$ cat config.mk
export PLATFORM = sky130hd
export DESIGN_NAME = brx_redirect_check
export DESIGN_NICKNAME = d
export VERILOG_FILES = /design/src/rtl/brx_pkg.sv /design/src/rtl/brx_slot_eval.sv /design/src/rtl/brx_resolve.sv /design/src/rtl/brx_counters.sv /design/src/rtl/brx_redirect_check.sv
export SDC_FILE = /design/constraint.sdc
export NUM_CORES = 1
export LEC_CHECK = 0
export BUFFER_PORTS_ARGS = -buffer_cell sky130_fd_sc_hd__buf_2
export CAP_MARGIN = 0
export CELL_PAD_IN_SITES_DETAIL_PLACEMENT = 1
export CELL_PAD_IN_SITES_GLOBAL_PLACEMENT = 2
export CORE_AREA = 2 2 242 244
export CTS_BUF_LIST = sky130_fd_sc_hd__clkbuf_2 sky130_fd_sc_hd__clkbuf_4 sky130_fd_sc_hd__clkbuf_8
export DETAILED_ROUTE_END_ITERATION = 7
export DIE_AREA = 0 0 244 246
export PLACE_DENSITY_LB_ADDON = 0.1
export RECOVER_POWER = 50
export SLEW_MARGIN = 15
export SYNTH_ARGS = -nofsm -noshare
export SYNTH_HDL_FRONTEND = slang
export SYNTH_SLANG_ARGS = --single-unit
$ cat constraint.sdc
create_clock -name clk_i -period 9.1 [get_ports clk_i]
set_clock_uncertainty 0.2 [all_clocks]
set_input_delay 0.91 -clock clk_i [delete_from_list [all_inputs] [get_ports clk_i]]
set_output_delay 0.91 -clock clk_i [all_outputs]
set_load 0.01 [all_outputs]
$ cat src/rtl/brx_pkg.sv
package brx_pkg;
  typedef struct packed {
    logic ctrl;
    logic direct;
    logic uncond;
    logic pred_taken;
    logic cond_ds;
  } brx_flags_t;

  typedef struct packed {
    logic check;   // direct unconditional, valid
    logic mis;     // checked and target differs from prediction
    logic cerr;    // predicted taken but not control
    logic taken;   // predicted next pc is not the fall-through
    logic imm_sq;  // delay-slot mode: squash at the branch itself
  } brx_eval_t;
endpackage

$ cat src/rtl/brx_slot_eval.sv
module brx_slot_eval
  import brx_pkg::*;
#(
  parameter int PC_W    = 32,
  parameter int INST_SZ = 4
) (
  input  logic             valid_i,
  input  brx_flags_t       flags_i,
  input  logic [PC_W-1:0]  pc_i,
  input  logic [PC_W-1:0]  tgt_i,
  input  logic [PC_W-1:0]  pred_pc_i,
  output brx_eval_t        ev_o
);
  logic [PC_W-1:0] fall_pc;
  assign fall_pc = pc_i + PC_W'(INST_SZ);

  always_comb begin
    ev_o.check  = valid_i & flags_i.ctrl & flags_i.direct & flags_i.uncond;
    ev_o.mis    = ev_o.check & (tgt_i != pred_pc_i);
    ev_o.cerr   = valid_i & flags_i.pred_taken & ~flags_i.ctrl;
    ev_o.taken  = (pred_pc_i != fall_pc);
    ev_o.imm_sq = flags_i.pred_taken & flags_i.cond_ds;
  end
endmodule

$ cat src/rtl/brx_resolve.sv
module brx_resolve
  import brx_pkg::*;
#(
  parameter int   DECODE_W    = 4,
  parameter int   PC_W        = 32,
  parameter int   SEQ_W       = 16,
  parameter int   INST_SZ     = 4,
  parameter bit   DELAY_SLOT  = 1'b0,
  localparam int  NR_W        = $clog2(DECODE_W + 1)
) (
  input  logic [DECODE_W-1:0]             valid_i,
  input  brx_eval_t [DECODE_W-1:0]        ev_i,
  input  logic [DECODE_W-1:0][PC_W-1:0]   pc_i,
  input  logic [DECODE_W-1:0][PC_W-1:0]   tgt_i,
  input  logic [DECODE_W-1:0][SEQ_W-1:0]  seq_i,
  input  logic                            pend_v_i,
  input  logic [SEQ_W-1:0]                pend_done_i,
  input  logic [SEQ_W-1:0]                pend_sq_i,
  input  logic [PC_W-1:0]                 pend_tgt_i,
  input  logic                            pend_taken_i,
  output logic [DECODE_W-1:0]             fwd_o,
  output logic [DECODE_W-1:0]             kill_o,
  output logic                            rv_o,
  output logic                            cerr_o,
  output logic                            taken_o,
  output logic [SEQ_W-1:0]                done_o,
  output logic [SEQ_W-1:0]                sq_o,
  output logic [PC_W-1:0]                 rpc_o,
  output logic [PC_W-1:0]                 rnpc_o,
  output logic                            pend_v_o,
  output logic [SEQ_W-1:0]                pend_done_o,
  output logic [SEQ_W-1:0]                pend_sq_o,
  output logic [PC_W-1:0]                 pend_tgt_o,
  output logic                            pend_taken_o,
  output logic [NR_W-1:0]                 n_res_o,
  output logic                            mis_hit_o,
  output logic                            cerr_hit_o
);
  logic stop;

  always_comb begin
    fwd_o = '0; kill_o = '0;
    rv_o = 1'b0; cerr_o = 1'b0; taken_o = 1'b0;
    done_o = '0; sq_o = '0; rpc_o = '0; rnpc_o = '0;
    n_res_o = '0; mis_hit_o = 1'b0; cerr_hit_o = 1'b0;
    stop = 1'b0;
    pend_v_o = pend_v_i; pend_done_o = pend_done_i; pend_sq_o = pend_sq_i;
    pend_tgt_o = pend_tgt_i; pend_taken_o = pend_taken_i;
    for (int i = 0; i < DECODE_W; i++) begin
      if (!stop && valid_i[i]) begin
        fwd_o[i] = 1'b1;
        if (pend_v_o) begin
          // delay slot passes unchecked; deferred redirect goes with it
          rv_o = 1'b1; done_o = pend_done_o; sq_o = pend_sq_o;
          rpc_o = pend_tgt_o; taken_o = pend_taken_o;
          pend_v_o = 1'b0; stop = 1'b1;
        end else if (ev_i[i].cerr) begin
          cerr_hit_o = 1'b1; rv_o = 1'b1; cerr_o = 1'b1;
          done_o = seq_i[i]; sq_o = seq_i[i];
          rpc_o = pc_i[i] + PC_W'(INST_SZ); taken_o = ev_i[i].taken;
          stop = 1'b1;
        end else if (ev_i[i].check) begin
          n_res_o = n_res_o + 1'b1;
          if (ev_i[i].mis) begin
            mis_hit_o = 1'b1;
            if (!DELAY_SLOT || ev_i[i].imm_sq) begin
              rv_o = 1'b1; done_o = seq_i[i]; sq_o = seq_i[i];
              rpc_o = tgt_i[i]; taken_o = ev_i[i].taken;
              stop = 1'b1;
            end else begin
              pend_v_o = 1'b1; pend_done_o = seq_i[i];
              pend_sq_o = seq_i[i] + 1'b1;
              pend_tgt_o = tgt_i[i]; pend_taken_o = ev_i[i].taken;
            end
          end
        end
      end
    end
    if (rv_o) rnpc_o = rpc_o + PC_W'(INST_SZ);
    for (int i = 0; i < DECODE_W; i++)
      kill_o[i] = rv_o & valid_i[i] & (seq_i[i] > sq_o);
  end
endmodule

$ cat src/rtl/brx_counters.sv
module brx_counters #(
  parameter int  CNT_W = 16,
  parameter int  NR_W  = 3
) (
  input  logic             clk_i,
  input  logic             rst_ni,
  input  logic [NR_W-1:0]  n_res_i,
  input  logic             mis_hit_i,
  input  logic             cerr_hit_i,
  output logic [CNT_W-1:0] cnt_res_o,
  output logic [CNT_W-1:0] cnt_mis_o,
  output logic [CNT_W-1:0] cnt_ctrl_o
);
  always_ff @(posedge clk_i or negedge rst_ni) begin
    if (!rst_ni) begin
      cnt_res_o  <= '0;
      cnt_mis_o  <= '0;
      cnt_ctrl_o <= '0;
    end else begin
      cnt_res_o  <= cnt_res_o + CNT_W'(n_res_i);
      cnt_mis_o  <= cnt_mis_o + CNT_W'(mis_hit_i);
      cnt_ctrl_o <= cnt_ctrl_o + CNT_W'(cerr_hit_i);
    end
  end
endmodule

$ cat src/rtl/brx_redirect_check.sv
module brx_redirect_check
  import brx_pkg::*;
#(
  parameter int DECODE_W   = 4,
  parameter int PC_W       = 32,
  parameter int SEQ_W      = 16,
  parameter int INST_SZ    = 4,
  parameter int CNT_W      = 16,
  parameter bit DELAY_SLOT = 1'b0
) (
  input  logic                            clk_i,
  input  logic                            rst_ni,
  input  logic [DECODE_W-1:0]             in_valid_i,
  input  logic [DECODE_W-1:0]             in_ctrl_i,
  input  logic [DECODE_W-1:0]             in_direct_i,
  input  logic [DECODE_W-1:0]             in_uncond_i,
  input  logic [DECODE_W-1:0]             in_pred_taken_i,
  input  logic [DECODE_W-1:0]             in_cond_ds_i,
  input  logic [DECODE_W-1:0][PC_W-1:0]   in_pc_i,
  input  logic [DECODE_W-1:0][SEQ_W-1:0]  in_seq_i,
  input  logic [DECODE_W-1:0][PC_W-1:0]   in_tgt_i,
  input  logic [DECODE_W-1:0][PC_W-1:0]   in_pred_pc_i,
  output logic [DECODE_W-1:0]             fwd_o,
  output logic [DECODE_W-1:0]             kill_o,
  output logic                            redir_valid_o,
  output logic [SEQ_W-1:0]                redir_done_seq_o,
  output logic [SEQ_W-1:0]                redir_squash_seq_o,
  output logic [PC_W-1:0]                 redir_pc_o,
  output logic [PC_W-1:0]                 redir_npc_o,
  output logic                            redir_taken_o,
  output logic                            ctrl_err_o,
  output logic [CNT_W-1:0]                cnt_resolved_o,
  output logic [CNT_W-1:0]                cnt_mispred_o,
  output logic [CNT_W-1:0]                cnt_ctrl_o
);
  localparam int NR_W = $clog2(DECODE_W + 1);

  brx_eval_t [DECODE_W-1:0] ev;

  for (genvar g = 0; g < DECODE_W; g++) begin : g_slot
    brx_flags_t fl;
    assign fl = '{ctrl: in_ctrl_i[g], direct: in_direct_i[g], uncond: in_uncond_i[g],
                  pred_taken: in_pred_taken_i[g], cond_ds: in_cond_ds_i[g]};
    brx_slot_eval #(.PC_W(PC_W), .INST_SZ(INST_SZ)) u_eval (
      .valid_i   (in_valid_i[g]),
      .flags_i   (fl),
      .pc_i      (in_pc_i[g]),
      .tgt_i     (in_tgt_i[g]),
      .pred_pc_i (in_pred_pc_i[g]),
      .ev_o      (ev[g])
    );
  end

  logic                pend_v_q, pend_v_d, pend_tk_q, pend_tk_d;
  logic [SEQ_W-1:0]    pend_done_q, pend_done_d, pend_sq_q, pend_sq_d;
  logic [PC_W-1:0]     pend_tgt_q, pend_tgt_d;
  logic [DECODE_W-1:0] fwd_d, kill_d;
  logic                rv_d, cerr_d, taken_d, mis_hit, cerr_hit;
  logic [SEQ_W-1:0]    done_d, sq_d;
  logic [PC_W-1:0]     rpc_d, rnpc_d;
  logic [NR_W-1:0]     n_res;

  brx_resolve #(
    .DECODE_W(DECODE_W), .PC_W(PC_W), .SEQ_W(SEQ_W),
    .INST_SZ(INST_SZ), .DELAY_SLOT(DELAY_SLOT)
  ) u_resolve (
    .valid_i      (in_valid_i),
    .ev_i         (ev),
    .pc_i         (in_pc_i),
    .tgt_i        (in_tgt_i),
    .seq_i        (in_seq_i),
    .pend_v_i     (pend_v_q),
    .pend_done_i  (pend_done_q),
    .pend_sq_i    (pend_sq_q),
    .pend_tgt_i   (pend_tgt_q),
    .pend_taken_i (pend_tk_q),
    .fwd_o        (fwd_d),
    .kill_o       (kill_d),
    .rv_o         (rv_d),
    .cerr_o       (cerr_d),
    .taken_o      (taken_d),
    .done_o       (done_d),
    .sq_o         (sq_d),
    .rpc_o        (rpc_d),
    .rnpc_o       (rnpc_d),
    .pend_v_o     (pend_v_d),
    .pend_done_o  (pend_done_d),
    .pend_sq_o    (pend_sq_d),
    .pend_tgt_o   (pend_tgt_d),
    .pend_taken_o (pend_tk_d),
    .n_res_o      (n_res),
    .mis_hit_o    (mis_hit),
    .cerr_hit_o   (cerr_hit)
  );

  always_ff @(posedge clk_i or negedge rst_ni) begin
    if (!rst_ni) begin
      pend_v_q <= 1'b0; pend_tk_q <= 1'b0;
      pend_done_q <= '0; pend_sq_q <= '0; pend_tgt_q <= '0;
      fwd_o <= '0; kill_o <= '0;
      redir_valid_o <= 1'b0; redir_taken_o <= 1'b0; ctrl_err_o <= 1'b0;
      redir_done_seq_o <= '0; redir_squash_seq_o <= '0;
      redir_pc_o <= '0; redir_npc_o <= '0;
    end else begin
      pend_v_q <= pend_v_d; pend_tk_q <= pend_tk_d;
      pend_done_q <= pend_done_d; pend_sq_q <= pend_sq_d; pend_tgt_q <= pend_tgt_d;
      fwd_o <= fwd_d; kill_o <= kill_d;
      redir_valid_o <= rv_d; redir_taken_o <= taken_d; ctrl_err_o <= cerr_d;
      redir_done_seq_o <= done_d; redir_squash_seq_o <= sq_d;
      redir_pc_o <= rpc_d; redir_npc_o <= rnpc_d;
    end
  end

  brx_counters #(.CNT_W(CNT_W), .NR_W(NR_W)) u_cnt (
    .clk_i      (clk_i),
    .rst_ni     (rst_ni),
    .n_res_i    (n_res),
    .mis_hit_i  (mis_hit),
    .cerr_hit_i (cerr_hit),
    .cnt_res_o  (cnt_resolved_o),
    .cnt_mis_o  (cnt_mispred_o),
    .cnt_ctrl_o (cnt_ctrl_o)
  );
endmodule

==> flow_metrics.py, run 1 <==
metrics = {
    "layout": {
        "final_nets": 2942,
        "drive_above_1_share_pct": 23.7,
        "utilization_pct": 33.4,
        "multi_input_area_um2": 11000,
        "regArea_um2": 3500,
        "fillerInstances": 7082,
        "fin_area_um2": 19200,
        "syn_to_final_growth_pct": 27.8,
        "fin_cells": 3170,
    },
    "route": {
        "dr.first_iter.drc_count": 1024,
        "post-route-drc-count": 0,
        "ant_nets": 0,
        "via_count": 17100,
        "drt-vias-per-instance": 5.39,
        "dr.pass1.iters": 5,
        "wl_per_cell_um": 28.9,
        "routed_wl_mm": 91.7,
    },
    "floorplanning": {
        "core_area_um2": 57400,
        "ios": 629,
        "num_rows": 88,
        "die_h_um": 246,
        "die-area_um2": 60000,
        "initial_core_util_pct": 26.1,
        "fp.dieW_um": 244,
    },
    "logic_synthesis": {
        "synth_area_um2": 15000,
        "synth_top_area_share_pct": 23.4,
        "ys_warn_count": 0,
        "syn_inst": 1798,
        "synth_area_leader_cell": "dfrtp_1",
        "synth_edf_count": 0,
        "synthTopCellsByArea": "dfrtp_1, xnor2_1, xor2_1, ha_1, nand4_1",
        "ys_ff_latch": 140,
        "synth_flop_cell": "dfrtp_1",
        "yosysUniqueCellTypes": 81,
        "syn_avg_cell_area_um2": 8.34,
        "postSynth.asyncResetShare_pct": 100,
        "synthesis.nets": 2352,
        "synth-seq-area-share_pct": 23.4,
    },
    "job": {
        "cap_violations": 1,
    },
    "clocking": {
        "clock_latency_ps": 520,
        "cts-root-buf": "clkbuf_8",
        "cts_tree": "done",
        "hold_buffers": 0,
        "cts.sink_count": 140,
        "h-tree-depth": 4,
        "cts-resized-gates": 0,
        "cts_buffer_depth": 2,
        "cts_setup_buffers": 0,
        "cts_made_buffers": 17,
        "clk_pin_slew_ps": 100,
    },
    "placed_design": {
        "routabilityCongestion": 0.932,
        "placed_cell_area_um2": 18900,
        "io_buffers": 624,
        "pre_cts_slack_ps": 2610,
        "dp_hpwl_mm": 79.7,
        "dp.cells": 3134,
    },
    "global_routing": {
        "overflow": 0,
        "grt_pass1_vias": 17600,
        "grtUsageTotal_pct": 29.4,
        "antenna_found_initial": 10,
        "grt_max_degree": 75,
        "grt_pass1_wl_mm": 127,
    },
    "run_status": {
        "violations": "capacitance limit, slew limit",
        "status": "finished, violations left",
    },
    "power": {
        "irDropWorstVdd_mv": 0.0923,
        "powerDensity_nw_per_um2": 116,
        "seqPwrFrac_pct": 34.1,
        "p_leak_nw": 8.16,
        "switching_share_pct": 42.3,
        "pwr-share-clk_pct": 26.0,
        "p_comb_share_pct": 39.9,
        "total_power_mw": 2.23,
        "p_sw_mw": 0.944,
        "intPower_mw": 1.29,
    },
    "timing": {
        "worst_hold_slack_ps": 274,
        "setup_viol": 0,
        "rsz0062_at_grt": "false",
        "worstMarginPinSlew_ps": 4180,
        "layout_setup_ws_ps": 2980,
        "period_needed_ps": 6120,
        "max_freq_mhz": 163,
        "period_share_pct": 67.2,
        "fin_tns_setup_ps": 0,
        "drv_slew": 75,
        "relSlewSlack_pct": -178,
        "hold_violations": 0,
    },
    "critical_path": {
        "ff2ff_setup_slack_ps": 3250,
        "crit_start": "in_valid_i[0]",
        "cp.required_ps": 9340,
        "crit_slowest_cell": "clkbuf_1",
        "r2r_cells": 18,
        "cp-end-kind": "flip-flop",
        "crit_type": "in2reg",
        "crit_chain": "clkbuf_1 > nor3b_1 > buf_4 > o21ai_0 > nand2_1 > nor3_1 > nand4_1 > buf_4 > inv_2 > nand2_1 > o221a_2 > inv_1 > ha_1 > inv_1 > a311oi_1 > and4_1 > nand4_1 > nor3_1 > xor2_1",
        "critPathMaxStageDelay_ps": 550,
        "worst_path_dominant_cell_family": "simple AND/OR/NAND/NOR gates",
        "critPathBufInv": 6,
        "critPathMaxFanout": 28,
        "start_kind": "input pin",
        "crit_arrival_ps": 6360,
        "r2r-start": "pend_v_q",
        "r2r-end": "redir_npc_o[30]",
    },
    "worst_hold_path": {
        "hp-start": "u_cnt.cnt_res_o[15]",
        "whs_path_depth": 1,
        "hold_class": "reg2reg",
        "holdPathEnd": "u_cnt.cnt_res_o[15]",
    },
}
[final cells by class]
type	instances	area share (%)
antenna	4	0.0522
clock buffer	17	1.22
clock inverter	15	0.999
inverter	45	0.881
multi-input combinational	1536	57.3
sequential	140	18.3
tap	765	4.99
timing repair buffer	648	16.3
[how the worst max path moves through the flow]
stage	depth (start not counted)	slack, ps	end
floorplan	21	3920	u_cnt.cnt_res_o[15]
global placement	18	2720	redir_npc_o[30]
detailed placement	18	2610	redir_npc_o[30]
CTS	18	3160	redir_npc_o[30]
global route	19	2710	redir_npc_o[30]
finish	19	2980	redir_npc_o[30]
[cells by family after synthesis]
logic type,Yosys count,share of synthesized area (%)
AND/OR/NAND/NOR,676,24.4
buffers and inverters,122,3.53
multiplexers,3,0.217
flip-flops,140,23.4
XOR/XNOR,432,25.2
AO/OA/AOI/OAI,345,16.6
adder cells (fa/ha/maj),80,6.72
[per-layer routing]
layer | wire length (um) | track usage (%) | vias up
met4 | 2160 | 7.34 | 12
met3 | 5250 | 4.71 | 84
met2 | 44600 | 50.6 | 669
met1 | 39600 | 38.2 | 8550
li1 | - | - | 7783
met5 | 86 | 0 | -
[Yosys cell counts, types with 14 or more instances]
library cell,instances
a21oi_1,67
a22o_1,17
a22oi_1,21
a31oi_1,21
a32oi_1,14
and3_1,34
and4_1,20
buf_4,17
clkbuf_1,48
dfrtp_1,140
ha_1,79
inv_1,44
nand2_1,151
nand2b_1,22
nand3_1,100
nand4_1,92
nor2_1,92
nor2b_1,17
nor3_1,36
nor4_1,44
o21ai_0,48
o221ai_1,20
xnor2_1,237
xor2_1,195
[flip-flops by register name, summed over array words and instances (netlist names), 4 cells and up]
name                flops
u_cnt.cnt_mis_o        16
redir_npc_o            32
u_cnt.cnt_res_o        16
u_cnt.cnt_ctrl_o       16
fwd_o                   4
kill_o                  4
redir_squash_seq_o     16
redir_pc_o             32
[power groups by stage]
stage          sequential, mW  combinational [mW]  clock, mW
5_1_grt                 0.773               0.958      0.618
3_3_place_gp            0.767               0.903          0
4_1_cts                 0.760               0.912      0.597
6_report                0.762               0.890      0.580
3_5_place_dp            0.772               0.908          0
2_1_floorplan           0.798               0.388          0
[layout by cell type, fill, tap and decap left out, types with 9 or more instances in the layout]
master / Yosys / routed
nand2b_1: 22 / 22
o22ai_1: 11 / 11
and4_1: 20 / 20
xor2_1: 195 / 195
nor3_1: 36 / 36
nand2_1: 151 / 151
dfrtp_1: 140 / 140
a22o_1: 17 / 17
ha_1: 79 / 79
a32oi_1: 14 / 14
o21ai_0: 48 / 47
inv_1: 44 / 44
or4_1: 9 / 9
a31oi_1: 21 / 21
o2bb2ai_1: 13 / 13
nor2b_1: 17 / 17
a22oi_1: 21 / 21
buf_4: 17 / 24
and2_1: 13 / 13
xnor2_1: 237 / 237
nor2_1: 92 / 92
nand4_1: 92 / 92
a21oi_1: 67 / 65
and3_1: 34 / 34
o221ai_1: 20 / 20
nor4_1: 44 / 44
buf_2: 6 / 479
clkbuf_1: 48 / 145
a221oi_1: 9 / 9
a221o_1: 10 / 10
o21a_1: 10 / 10
nand3_1: 100 / 100
clkbuf_8: 0 / 17
a21o_1: 11 / 11
No activity file was read; power rests on OpenSTA's default activity.
==> run 2: changes to the inputs <==
--- a/config.mk
+++ b/config.mk
@@ -5,14 +5,14 @@
 export SDC_FILE = /design/constraint.sdc
 export NUM_CORES = 1
 export LEC_CHECK = 0
+export ABC_AREA = 1
 export BUFFER_PORTS_ARGS = -buffer_cell sky130_fd_sc_hd__buf_2
 export CAP_MARGIN = 0
 export CELL_PAD_IN_SITES_DETAIL_PLACEMENT = 1
 export CELL_PAD_IN_SITES_GLOBAL_PLACEMENT = 2
-export CORE_AREA = 2 2 242 244
+export CORE_UTILIZATION = 27
 export CTS_BUF_LIST = sky130_fd_sc_hd__clkbuf_2 sky130_fd_sc_hd__clkbuf_4 sky130_fd_sc_hd__clkbuf_8
 export DETAILED_ROUTE_END_ITERATION = 7
-export DIE_AREA = 0 0 244 246
 export PLACE_DENSITY_LB_ADDON = 0.1
 export RECOVER_POWER = 50
 export SLEW_MARGIN = 15
==> constraint.sdc (replaced) <==
create_clock -name clk_i -period 5.95 [get_ports clk_i]
set_clock_uncertainty 0.2 [all_clocks]
set_input_delay 0.595 -clock clk_i [delete_from_list [all_inputs] [get_ports clk_i]]
set_output_delay 0.595 -clock clk_i [all_outputs]
set_load 0.01 [all_outputs]
==> run 2 against run 1 <==
The run still ends with capacitance limit, slew limit left; total power grew 60%; non-clock buffer count grew 18; critical path depth grew 12; via count grew 20%; die area grew 8.7%; flip-flop and latch count is the same.
==> flow_metrics.py, run 2 <==
metrics = {
    "clocking": {
        "h-tree-depth": 4,
        "cts-root-buf": "clkbuf_8",
        "cts_setup_buffers": 0,
        "clk_pin_slew_ps": 110,
        "clock_latency_ps": 480,
        "cts_tree": "done",
        "cts_made_buffers": 17,
        "cts.sink_count": 140,
        "cts_buffer_depth": 2,
    },
    "layout": {
        "reg_top3": "redir_npc_o: 32 flops, redir_pc_o: 32 flops",
        "utilization_pct": 34.4,
        "final_nets": 3872,
        "final_common_cell": "nand2_1",
        "mostFrequentLayoutCells": "nand2_1, buf_2, inv_1",
        "drive_above_1_share_pct": 21.6,
        "syn_to_final_growth_pct": 25.7,
        "fillerInstances": 8453,
    },
    "placed_design": {
        "dp_hpwl_mm": 81.8,
        "io_buffers": 624,
        "routabilityCongestion": 0.920,
    },
    "worst_hold_path": {
        "hold_class": "in2reg",
        "hp-start": "in_pc_i[97]",
    },
    "timing": {
        "rsz0062_at_grt": "false",
        "worstMarginPinSlew_ps": 2580,
        "drv_slew": 96,
        "max_freq_mhz": 184,
        "hold_violations": 0,
        "period_share_pct": 91.5,
        "period_needed_ps": 5450,
        "relSlewSlack_pct": -72.3,
        "setup_viol": 0,
        "worst_hold_slack_ps": 267,
    },
    "critical_path": {
        "crit_slowest_cell": "ha_1",
        "crit_arrival_ps": 5660,
        "r2r-start": "pend_v_q",
        "start_kind": "input pin",
        "cp.required_ps": 6160,
        "endpoint": "u_cnt.cnt_res_o[15]",
        "r2r_cells": 24,
        "crit_start": "in_pred_pc_i[4]",
        "crit_type": "in2reg",
        "ff2ff_setup_slack_ps": 690,
        "critPathMaxStageDelay_ps": 370,
        "r2r-end": "u_cnt.cnt_res_o[15]",
        "critPathMaxFanout": 4,
        "cp-end-kind": "flip-flop",
    },
    "run_status": {
        "violations": "capacitance limit, slew limit",
        "status": "finished, violations left",
    },
    "logic_synthesis": {
        "syn_inst": 2707,
        "synthesis.nets": 3261,
        "yosysMostFrequentCell": "nand2_1",
        "synth_edf_count": 0,
        "yosysUniqueCellTypes": 60,
        "postSynth.asyncResetShare_pct": 100,
        "ys_ff_latch": 140,
        "synth_area_leader_cell": "dfrtp_1",
        "synthTopCellsByArea": "dfrtp_1, nand2_1, xor2_1, xnor2_1, inv_1",
        "synth_flop_cell": "dfrtp_1",
        "ys_top_cells_by_count": "nand2_1, inv_1, nor2_1, xor2_1, xnor2_1",
        "synth-seq-area-share_pct": 20.2,
        "synth_area_um2": 17300,
        "ys_warn_count": 0,
        "syn_avg_cell_area_um2": 6.41,
        "synth_top_area_share_pct": 20.2,
    },
    "floorplanning": {
        "initial_core_util_pct": 27.4,
        "ios": 629,
        "core_area_um2": 63300,
        "fp.dieW_um": 255,
        "die_h_um": 255,
        "die-area_um2": 65200,
        "num_rows": 92,
    },
    "route": {
        "via_count": 20500,
        "dr.pass1.iters": 5,
        "wl_per_cell_um": 22.1,
        "routed_wl_mm": 92.7,
        "ant_nets": 0,
        "dr.first_iter.drc_count": 1159,
        "drt-vias-per-instance": 4.87,
        "post-route-drc-count": 0,
    },
    "power": {
        "p_leak_nw": 11.1,
        "powerDensity_nw_per_um2": 164,
        "irDropWorstVdd_mv": 0.128,
    },
    "global_routing": {
        "grt_max_degree": 96,
        "antenna_found_initial": 32,
        "grt_pass1_wl_mm": 135,
        "overflow": 0,
        "grtUsageTotal_pct": 27.7,
        "grt_pass1_vias": 21500,
    },
    "job": {
        "cap_violations": 1,
    },
}
-- run 2: timing repair --
| item | 4_1_cts | 5_1_grt |
|---|---|---|
| setup endpoints to repair | 0 | 1 |
| hold buffers | 0 | 1 |
| endpoints found under the hold margin | 0 | 2 |
| gates resized for setup | 0 | 2 |
-- run 2: kinds of logic (layout without fill, tap and decap cells) --
| family | after synthesis | count (layout) | synth area share (%) |
|---|---|---|---|
| simple gates | 1421 | 1421 | 36.0 |
| buf+inv | 414 | 1038 | 9.68 |
| xor+xnor | 325 | 325 | 16.4 |
| compound gates | 324 | 324 | 11.7 |
| flops | 140 | 140 | 20.2 |
| fa+ha+maj | 80 | 80 | 5.82 |
| mux | 3 | 3 | 0.180 |
| other cells | 0 | 25 | 0 |
-- run 2: where the power goes --
group          switching, mW  internal (mW)
combinational           1.02          0.560
sequential            0.0853           1.08
clock                  0.496          0.326
total                   1.60           1.97
-- run 2: stage by stage --
stage	setup TNS (ps)	area, um2	instances	power (mW)	worst slack (ps)
final	0	21800	4202	3.57	505
after global routing	0	21800	4199	3.81	56.7
after CTS	0	21900	4176	3.65	376
after detailed placement	-162	21500	4144	2.80	-155
after global placement	0	21500	4144	2.77	109
after floorplan	0	17300	2707	2.02	810
-- run 2: critical path: cells and delay by family --
kind	cells	cell delay (ps)
adders and majority gates	3	900
muxes	2	390
buffers and inverters	3	260
AOI/OAI and AO/OA	3	480
and+or+nand+nor	17	2520
xor gates and xnor gates	3	520
-- run 2: worst min path at each step --
stage | endpoint | slack, ps | depth (start not counted)
after CTS | redir_squash_seq_o[11] | 5 | 1
after global placement | u_cnt.cnt_mis_o[15] | 250 | 1
after detailed placement | u_cnt.cnt_mis_o[15] | 260 | 1
after global routing | redir_pc_o[1] | 250 | 3
after floorplan | ctrl_err_o | 100 | 0
final | redir_pc_o[1] | 270 | 3
-- run 2: layer usage --
layer	wire [um]	vias to the layer above	share of wire (%)	global-route usage [%]
met3	3380	126	3.7	3.13
met1	40500	9817	44	34.6
li1	-	9977	-	-
met4	3100	8	3.3	10.1
met5	55	-	0.059	0
met2	45600	522	49	48.5
-- run 2: final cells by class --
cell class | count | area, um2 | share of cell area [%]
diodes | 25 | 62.6 | 0.287
clock buffers | 17 | 234 | 1.07
clock inverters | 15 | 189 | 0.867
inverters | 340 | 1280 | 5.85
multi-input cells | 2153 | 12200 | 55.9
flip-flops and latches | 140 | 3500 | 16.1
well taps | 846 | 1060 | 4.86
repair buffers | 666 | 3300 | 15.1
